File: src/rtl/cascade_counter_pkg.sv
package cascade_counter_pkg;
  typedef struct packed {
    logic clear;
    logic load;
    logic inc;
  } stageStrobe_t;
endpackage

File: src/rtl/counter_ctrl.sv
module counter_ctrl
  import cascade_counter_pkg::*;
(
  input  logic         clrN,
  input  logic         loadN,
  input  logic         enP,
  input  logic         enT,
  output stageStrobe_t strobe
);
  // Fixed priority: clear, then load, then increment, otherwise hold.
  always_comb begin
    strobe.clear = !clrN;
    strobe.load  = clrN && !loadN;
    strobe.inc   = clrN && loadN && enP && enT;
  end
endmodule

File: src/rtl/counter_datapath.sv
module counter_datapath
  import cascade_counter_pkg::*;
#(
  parameter int WIDTH = 4
) (
  input  logic             clk,
  input  stageStrobe_t     strobe,
  input  logic             enT,
  input  logic [WIDTH-1:0] loadVal,
  output logic [WIDTH-1:0] q,
  output logic             tc
);
  localparam logic [WIDTH-1:0] ONE = WIDTH'(1);

  always_ff @(posedge clk) begin
    if (strobe.clear)     q <= '0;
    else if (strobe.load) q <= loadVal;
    else if (strobe.inc)  q <= q + ONE;
  end

  // Lookahead carry: gated only by the chained enable.
  assign tc = enT && (&q);
endmodule

File: src/rtl/counter_stage.sv
module counter_stage
  import cascade_counter_pkg::*;
#(
  parameter int WIDTH = 4
) (
  input  logic             clk,
  input  logic             clrN,
  input  logic             loadN,
  input  logic             enP,
  input  logic             enT,
  input  logic [WIDTH-1:0] loadVal,
  output logic [WIDTH-1:0] q,
  output logic             tc
);
  stageStrobe_t strobe;

  counter_ctrl ctrlInst (
    .clrN  (clrN),
    .loadN (loadN),
    .enP   (enP),
    .enT   (enT),
    .strobe(strobe)
  );

  counter_datapath #(.WIDTH(WIDTH)) dpInst (
    .clk    (clk),
    .strobe (strobe),
    .enT    (enT),
    .loadVal(loadVal),
    .q      (q),
    .tc     (tc)
  );
endmodule

File: src/rtl/cascade_counter.sv
module cascade_counter #(
  parameter int STAGE_W = 4,
  parameter int STAGES  = 2
) (
  input  logic                        clk,
  input  logic                        clrN,
  input  logic                        loadN,
  input  logic                        enGlobal,
  input  logic                        enChain,
  input  logic [STAGES*STAGE_W-1:0]   dataIn,
  output logic [STAGES*STAGE_W-1:0]   countOut,
  output logic                        termCount
);
  localparam int TOTAL_W = STAGES * STAGE_W;

  logic [STAGES:0] chainEn;
  assign chainEn[0] = enChain;

  for (genvar k = 0; k < STAGES; k++) begin : g_stage
    counter_stage #(.WIDTH(STAGE_W)) stageInst (
      .clk    (clk),
      .clrN   (clrN),
      .loadN  (loadN),
      .enP    (enGlobal),
      .enT    (chainEn[k]),
      .loadVal(dataIn[k*STAGE_W +: STAGE_W]),
      .q      (countOut[k*STAGE_W +: STAGE_W]),
      .tc     (chainEn[k+1])
    );
  end

  assign termCount = chainEn[STAGES];
endmodule

File: config.mk
export PLATFORM = sky130hd
export DESIGN_NAME = cascade_counter
export DESIGN_NICKNAME = d
export VERILOG_FILES = /design/src/rtl/cascade_counter_pkg.sv /design/src/rtl/counter_ctrl.sv /design/src/rtl/counter_datapath.sv /design/src/rtl/counter_stage.sv /design/src/rtl/cascade_counter.sv
export SDC_FILE = /design/constraint.sdc
export NUM_CORES = 1
export LEC_CHECK = 0
export ABC_AREA = 1
export BUFFER_PORTS_ARGS = -buffer_cell sky130_fd_sc_hd__buf_2
export CELL_PAD_IN_SITES_DETAIL_PLACEMENT = 0
export CELL_PAD_IN_SITES_GLOBAL_PLACEMENT = 2
export CORE_MARGIN = 2
export CORE_UTILIZATION = 24
export CTS_CLUSTER_DIAMETER = 200
export DETAILED_ROUTE_END_ITERATION = 16
export GPL_TIMING_DRIVEN = 0
export PLACE_DENSITY_LB_ADDON = 0.25
export SKIP_CTS_REPAIR_TIMING = 1
export SYNTH_ARGS = -nofsm -noshare
export SYNTH_HDL_FRONTEND = slang
export SYNTH_SLANG_ARGS = --single-unit
File: constraint.sdc
create_clock -name clk -period 2.1 [get_ports clk]
set_input_delay 0 -clock clk [delete_from_list [all_inputs] [get_ports clk]]
set_output_delay 0 -clock clk [all_outputs]
set_load 0.03 [all_outputs]
Word-level counts from Yosys, hierarchy flattened
Cells that the tools add are included.

storage, ports and cells
  register bits = 8
  input bits = 13
  output and inout port bits = 9
  word-level logic and storage cells = 20

operators by class
  add/subtract/negate cells = 2
  muxes and demuxes = 4
  reductions and logical operators = 12

operator list
  operator             count
  $mux 4               4
  $add 4x1->4 const B  2
  $reduce_and 4->1     2
  $logic_and 1x1->1    7
  $reduce_bool 2->1    2
  $logic_not 1->1      1

Depth between registers and ports, before layout
Gate-level depths: netlist (run 1).

  word-level depth = 5
  depth in mapped cells = 8
  mapped depth without buffers = 8

By module
A second synthesis (run 1) with hierarchy kept.

unflattened totals
  cell total of the unflattened synthesis = 86
  area total of the unflattened synthesis = 513.0 um^2

modules (own cells, without submodules)
  module            times used  cells each  area each (um^2)  seq. area each (um^2)
  counter_datapath  2           38          237.7             80.1
  counter_ctrl      2           5           18.8              0.0

Worst setup path before layout (run 1)
No wires, ideal clock.

  kind = reg-to-output
  start point = register g_stage[0].stageInst.dpInst.q[0]
  end point = output port termCount
  arrival time = 1852 ps
  slack = 248 ps
  stages on the path, launching flop included = 4
  buffers on the path = 0
  cell sequence = dfxtp_1 -> ha_1 -> nand2_1 -> nor4_1

between the ends
  longest elaborated chain between the ends = 3

ends and longest elaborated chain
  item                             line                    text
  start, declared                  counter_datapath.sv:10  output logic [WIDTH-1:0] q,
  start signal, assigned           counter_datapath.sv:17  else if (strobe.load) q <= loadVal;
  start signal, assigned           counter_datapath.sv:18  else if (strobe.inc) q <= q + ONE;
  $reduce_and 4->1                 counter_datapath.sv:22  assign tc = enT && (&q);
  $logic_and 1x1->1 (2 in series)  counter_datapath.sv:22
  end, declared                    cascade_counter.sv:12   output logic termCount

No other way between the ends.

Worst setup path in the final report (run 1)
Same ends and word-level chain as after synthesis.

==> results of run 1 <==
==> critical path, cell delays in order (launching register included) <==
cell and delay, ps:
dfxtp_1 410, ha_1 190, nand2_1 90, nor4_1 250, buf_2 240
==> layout by cell type (no fill, tap or decap), types with 2 or more instances in the layout <==
| master | n |
|---|---|
| buf_2 | 20 |
| nand2_1 | 19 |
| nand3_1 | 9 |
| nor2_1 | 9 |
| o21ai_0 | 8 |
| dfxtp_1 | 8 |
| inv_1 | 7 |
| clkbuf_4 | 3 |
| nand2_4 | 2 |
| or2_2 | 2 |
| a31oi_1 | 2 |
| nand4_1 | 2 |
| or2_0 | 2 |
| a21oi_1 | 2 |
| ha_1 | 2 |
==> area by class of cell <==
class | instances | area share [%]
multi-input cells | 61 | 45.34
flip-flops and latches | 8 | 23.40
repair buffers | 20 | 14.63
well taps | 27 | 4.936
inverters | 8 | 4.570
plain buffers | 2 | 3.839
clock buffers | 3 | 3.291
==> power by group <==
group	internal (mW)	total, mW	switching [mW]
logic	0.0395	0.101	0.0614
registers	0.163	0.177	0.0145
clock network	0.0654	0.117	0.0516
total	0.268	0.395	0.128
==> kinds of logic (layout without fill, tap and decap cells) <==
group / Yosys count / in the layout / share of synthesized area (%)
buf+inv: 10 / 33 / 10.90
compound gates: 12 / 12 / 11.85
flops: 8 / 8 / 30.33
simple gates: 47 / 47 / 42.18
fa+ha+maj: 2 / 2 / 4.739
==> metal layers <==
layer,global-route usage (%),share of wire [%]
met5,0,0
met4,1.351,0
met3,4.678,6.2
met2,16.02,45
met1,15.95,49
==> final timing paths <==
kind                                     from  cells past startpoint                               end  slack (ps)
min                                 dataIn[1]                      3  g_stage[0].stageInst.dpInst.q[1]           6
max          g_stage[0].stageInst.dpInst.q[0]                      4                         termCount         690
min reg2reg  g_stage[1].stageInst.dpInst.q[3]                      2  g_stage[1].stageInst.dpInst.q[3]         510
max reg2reg  g_stage[0].stageInst.dpInst.q[0]                      8  g_stage[1].stageInst.dpInst.q[0]         790
==> per-stage QoR <==
step	utilization (%)	total power, mW	std cells
floorplan	-	0.2488	79
finish	33.85	0.3952	129
CTS	33.85	0.4045	129
global route	33.85	0.4211	129
detailed placement	32.74	0.2828	126
global placement	32.74	0.2821	126
==> metrics.yaml, run 1 <==
status:
  status: "complete, no violations"
setup_path:
  worstSetupPathType: "reg2out"
  crit_path_end_kind: "output pin"
  cp_max_fo: 6
  cp-start-kind: "register"
  required_ps: 2100
  cp.arrival_ps: 1410
pwr:
  vdd_drop_max_v: 0.0002530
  pwr_density_cell_nw_per_um2: 577.4
  leakage_nw: 0.3464
synthesis:
  synth-seq-cells: 8
  yosysWarnings: 0
  avgSynthCellArea_um2: 6.684
  synth.top_cell.area_share_pct: 30.33
  synthFlopType: "dfxtp_1"
  netlist_instances: 79
  synth-edff-count: 0
  netlist_top_cells_area: "dfxtp_1 (30%), nand2_1 (14%), nand3_1 (8.5%), o21ai_0 (7.6%), nor2_1 (6.4%)"
  seq_area_frac_synth_pct: 30.33
  syn_area_um2: 528.0
  async_flop_share_pct: 0
  ys_types: 18
  yosys-top-cells-count: "nand2_1 (19), nand3_1 (9), nor2_1 (9)"
  synthMostInstantiatedCell: "nand2_1"
  synth_top_area_cell: "dfxtp_1"
  synthesis.nets: 94
timing:
  finalSetupViolCount: 0
  period_share_pct: 67.33
  relSlewSlack_pct: 82.35
  hold_viol_final: 0
  fin_skew_ps: 5.563
  maxSlewViolCount: 0
  rsz0062_at_grt: "false"
  finalHoldWorstSlack_ps: 6.011
  setup_ws_ps: 686.1
  fin_crit_ps: 1414
  setup_tns_ps: 0
  worst_slew_pin_slew_ps: 264.5
  clock.fmax_mhz: 707.3
floorplan:
  rows: 16
  start_util_pct: 26.11
  io_pins: 22
  core-area_um2: 2022
  die_w_um: 50.91
  dieArea_um2: 2591
  die_h_um: 50.91
clock_tree:
  clk_latency_ps: 250
  htreeDepth: 1
  cts_made_buffers: 3
  cts_root_buf: "clkbuf_4"
  cts_sinks: 8
  tritoncts: "yes"
  clkTransAtPathRegs_ps: 60
  cts_buffer_depth: 2
final_layout:
  reg.largest.list: "g_stage.stageInst.dpInst.q: 8 flops"
  largest_reg_flops: 8
  final_nets: 119
  fin_area_um2: 684.4
  drive_gt1_share_pct: 30.39
  regArea_um2: 160.2
  syn2layout_area_growth_pct: 29.62
  fillers: 243
  largest-register: "g_stage.stageInst.dpInst.q"
  diodes: 0
  multi_input_area_um2: 310.3
global_routing:
  grt_max_degree: 11
  grt_pass1_wl_mm: 2.221
  grt_usage_pct: 11.19
  grt_pass1_vias: 492
  grt_antenna_before_repair: 0
  grt-ovfl-total: 0
drt:
  ant_nets: 0
  drcViolationCount: 0
  drt-initial-drc-count: 10
  via_per_inst: 4.256
  drt-wirelength-per-cell_um: 10.57
  vias: 549
  routed_wl_mm: 1.363
  drtPass1Iterations: 2
place:
  place.gp.congestion: 0.6794
  portBuffers: 20
  place_area_um2: 661.9
  dpl.hpwl_mm: 1.013
  dp_slack_ps: 801.3
min_path:
  hold_class: "in2reg"
flow_run:
  maxCapViolCount: 0
Note: power is estimated with default switching activity, not from simulation.
==> run 2, diff against run 1 <==
--- a/config.mk
+++ b/config.mk
@@ -5,12 +5,12 @@
 export SDC_FILE = /design/constraint.sdc
 export NUM_CORES = 1
 export LEC_CHECK = 0
-export ABC_AREA = 1
+export ABC_AREA = 0
 export BUFFER_PORTS_ARGS = -buffer_cell sky130_fd_sc_hd__buf_2
 export CELL_PAD_IN_SITES_DETAIL_PLACEMENT = 0
 export CELL_PAD_IN_SITES_GLOBAL_PLACEMENT = 2
 export CORE_MARGIN = 2
-export CORE_UTILIZATION = 24
+export CORE_UTILIZATION = 22
 export CTS_CLUSTER_DIAMETER = 200
 export DETAILED_ROUTE_END_ITERATION = 16
 export GPL_TIMING_DRIVEN = 0
==> constraint.sdc (replaced) <==
create_clock -name clk -period 1.5 [get_ports clk]
set_input_delay 0 -clock clk [delete_from_list [all_inputs] [get_ports clk]]
set_output_delay 0 -clock clk [all_outputs]
set_load 0.03 [all_outputs]
==> metrics.yaml, run 2 <==
drt:
  routed_wl_mm: 1.163
  via_per_inst: 4.574
  drt-initial-drc-count: 13
  ant_nets: 0
  drt-wirelength-per-cell_um: 11.51
  drcViolationCount: 0
  vias: 462
  drtPass1Iterations: 4
timing:
  finalSetupViolCount: 0
  rsz0062_at_grt: "false"
  fin_crit_ps: 1393
  hold_viol_final: 0
  relSlewSlack_pct: 70.91
  clock.fmax_mhz: 717.7
  worst_slew_pin_slew_ps: 436.4
  setup_tns_ps: 0
  maxSlewViolCount: 0
  period_share_pct: 92.90
  setup_ws_ps: 106.6
  fin_skew_ps: 0.4312
setup_path:
  cp_slowest_cell: "or4_1"
  max_stage_delay_ps: 510
  crit_path_cell_trace: "ha_4 > nand3_2 > or4_1 > a31oi_1"
  cp-start-kind: "register"
  cp.arrival_ps: 1570
  path_delay_family: "simple AND/OR/NAND/NOR gates"
  required_ps: 1680
  worstSetupPathType: "reg2reg"
  crit_path_end_kind: "register"
  crit_buf_inv: 0
  cp_max_fo: 6
final_layout:
  fin_util_pct: 33.97
  reg.largest.list: "g_stage.stageInst.dpInst.q: 8 flops"
  final_common_cell: "buf_2"
  largest-register: "g_stage.stageInst.dpInst.q"
  final_cell_mix: "buf_2 (21), o21ai_0 (9), nand3_1 (6), dfxtp_1 (6)"
  drive_gt1_share_pct: 39.47
  final_nets: 93
  largest_reg_flops: 8
  diodes: 0
  syn2layout_area_growth_pct: 40.88
synthesis:
  synth-edff-count: 0
  synth-xor-area-share_pct: 4.118
  synthesis.nets: 67
  yosysWarnings: 0
  synthMostInstantiatedCell: "o21ai_0"
  synth_fa_ha_area_share_pct: 5.882
  avgSynthCellArea_um2: 8.181
  netlist_top_cells_area: "dfxtp_1 (38%), o21ai_0 (11%), nand3_1 (7.1%), a31oi_1 (5.9%), ha_1 (5.9%)"
  async_flop_share_pct: 0
  seq_area_frac_synth_pct: 37.65
  synth.top_cell.area_share_pct: 37.65
  synthFlopType: "dfxtp_1"
  synth-simple-area-share_pct: 24.41
  ys_types: 19
  synth_compound_area_share_pct: 25.29
  synth-seq-cells: 8
  synth_top_family_by_area: "compound AO/OA/AOI/OAI gates"
  netlist_instances: 52
  synth.area.mux_share_pct: 0
  yosys-top-cells-count: "o21ai_0 (9), dfxtp_1 (8), nand3_1 (6)"
  synth_top_area_cell: "dfxtp_1"
  syn_area_um2: 425.4
floorplan:
  core-area_um2: 1764
  dieArea_um2: 2302
  start_util_pct: 24.11
  die_h_um: 47.98
  rows: 15
  die_w_um: 47.98
  io_pins: 22
clock_tree:
  clkTransAtPathRegs_ps: 60
  clk_latency_ps: 250
  cts_sinks: 8
  cts_root_buf: "clkbuf_4"
  cts_made_buffers: 3
  tritoncts: "yes"
  cts_buffer_depth: 2
  htreeDepth: 1
global_routing:
  grt_pass1_vias: 405
  grt_pass1_wl_mm: 1.773
  grt-ovfl-total: 0
  met3_usage_pct: 3.396
  globalRoute.busiestLayer: "met2"
  grt_max_degree: 11
  grt_usage_pct: 11.73
  grt_antenna_before_repair: 0
  grtUsageMet1_pct: 14.73
  grtUsageMet2_pct: 17.07
place:
  dp_slack_ps: 58.42
  place.gp.congestion: 0.6863
  portBuffers: 21
min_path:
  hold_class: "in2reg"
pwr:
  pwr_density_cell_nw_per_um2: 877.8
  vdd_drop_max_v: 0.0003119
  leakage_nw: 0.2439
status:
  status: "complete, no violations"
flow_run:
  maxCapViolCount: 0
run 2: changes by cell type after synthesis, sizes merged, moves of 4 or more:
cell | before | now
nand2 | 22 | 2
inv | 7 | 2
nor2 | 9 | 4
or2 | 4 | 0
or3 | 0 | 4
run 2: logic make-up after synthesis:
group	count (synthesis)
AO/OA/AOI/OAI	18
XOR/XNOR	2
flip-flops	8
AND/OR/NAND/NOR	19
buffers and inverters	3
adder cells (fa/ha/maj)	2
run 2: power breakdown:
| part | total [mW] | switching, mW | internal (mW) |
|---|---|---|---|
| Clock | 0.165 | 0.0737 | 0.0916 |
| Sequential | 0.249 | 0.0192 | 0.230 |
| Combinational | 0.112 | 0.0705 | 0.0416 |
run 2: final cells by class:
type | count | area (um^2)
fill | 224 | 1165
tap | 25 | 31.28
clock buffer | 3 | 22.52
inverter | 2 | 7.507
timing repair buffer | 21 | 105.1
buffer | 1 | 3.754
multi-input combinational | 41 | 266.5
sequential | 8 | 162.7
run 2: final timing paths:
check	cells past startpoint	slack (ps)	from	end
min reg2reg	2	520	g_stage[1].stageInst.dpInst.q[3]	g_stage[1].stageInst.dpInst.q[3]
max	4	110	g_stage[0].stageInst.dpInst.q[0]	g_stage[1].stageInst.dpInst.q[3]
max reg2reg	4	110	g_stage[0].stageInst.dpInst.q[0]	g_stage[1].stageInst.dpInst.q[3]
min	3	10	dataIn[3]	g_stage[0].stageInst.dpInst.q[3]
run 2: layer usage:
metal	wire length, um	vias to the layer above
met5	0	-
met4	19	0
met3	60	2
met2	513	13
met1	569	198
li1	-	249
run 2: through the flow:
step / hold slack, ps / cells / total power [mW] / cell area [um^2]
final: 14.48 / 101 / 0.5261 / 599.3
after global routing: 23.92 / 101 / 0.5619 / 599.3
after CTS: 9.557 / 101 / 0.5346 / 586.8
after detailed placement: 282.2 / 98 / 0.3635 / 564.3
after global placement: 281.5 / 98 / 0.3642 / 564.3
after floorplan: 138.3 / 52 / 0.3157 / 427.9
run 2: tightest hold or removal path, delay by kind of cell:
family                 cells  cell delay (ps)
AOI/OAI and AO/OA          1               50
buffers and inverters      1              100
and+or+nand+nor            1               70
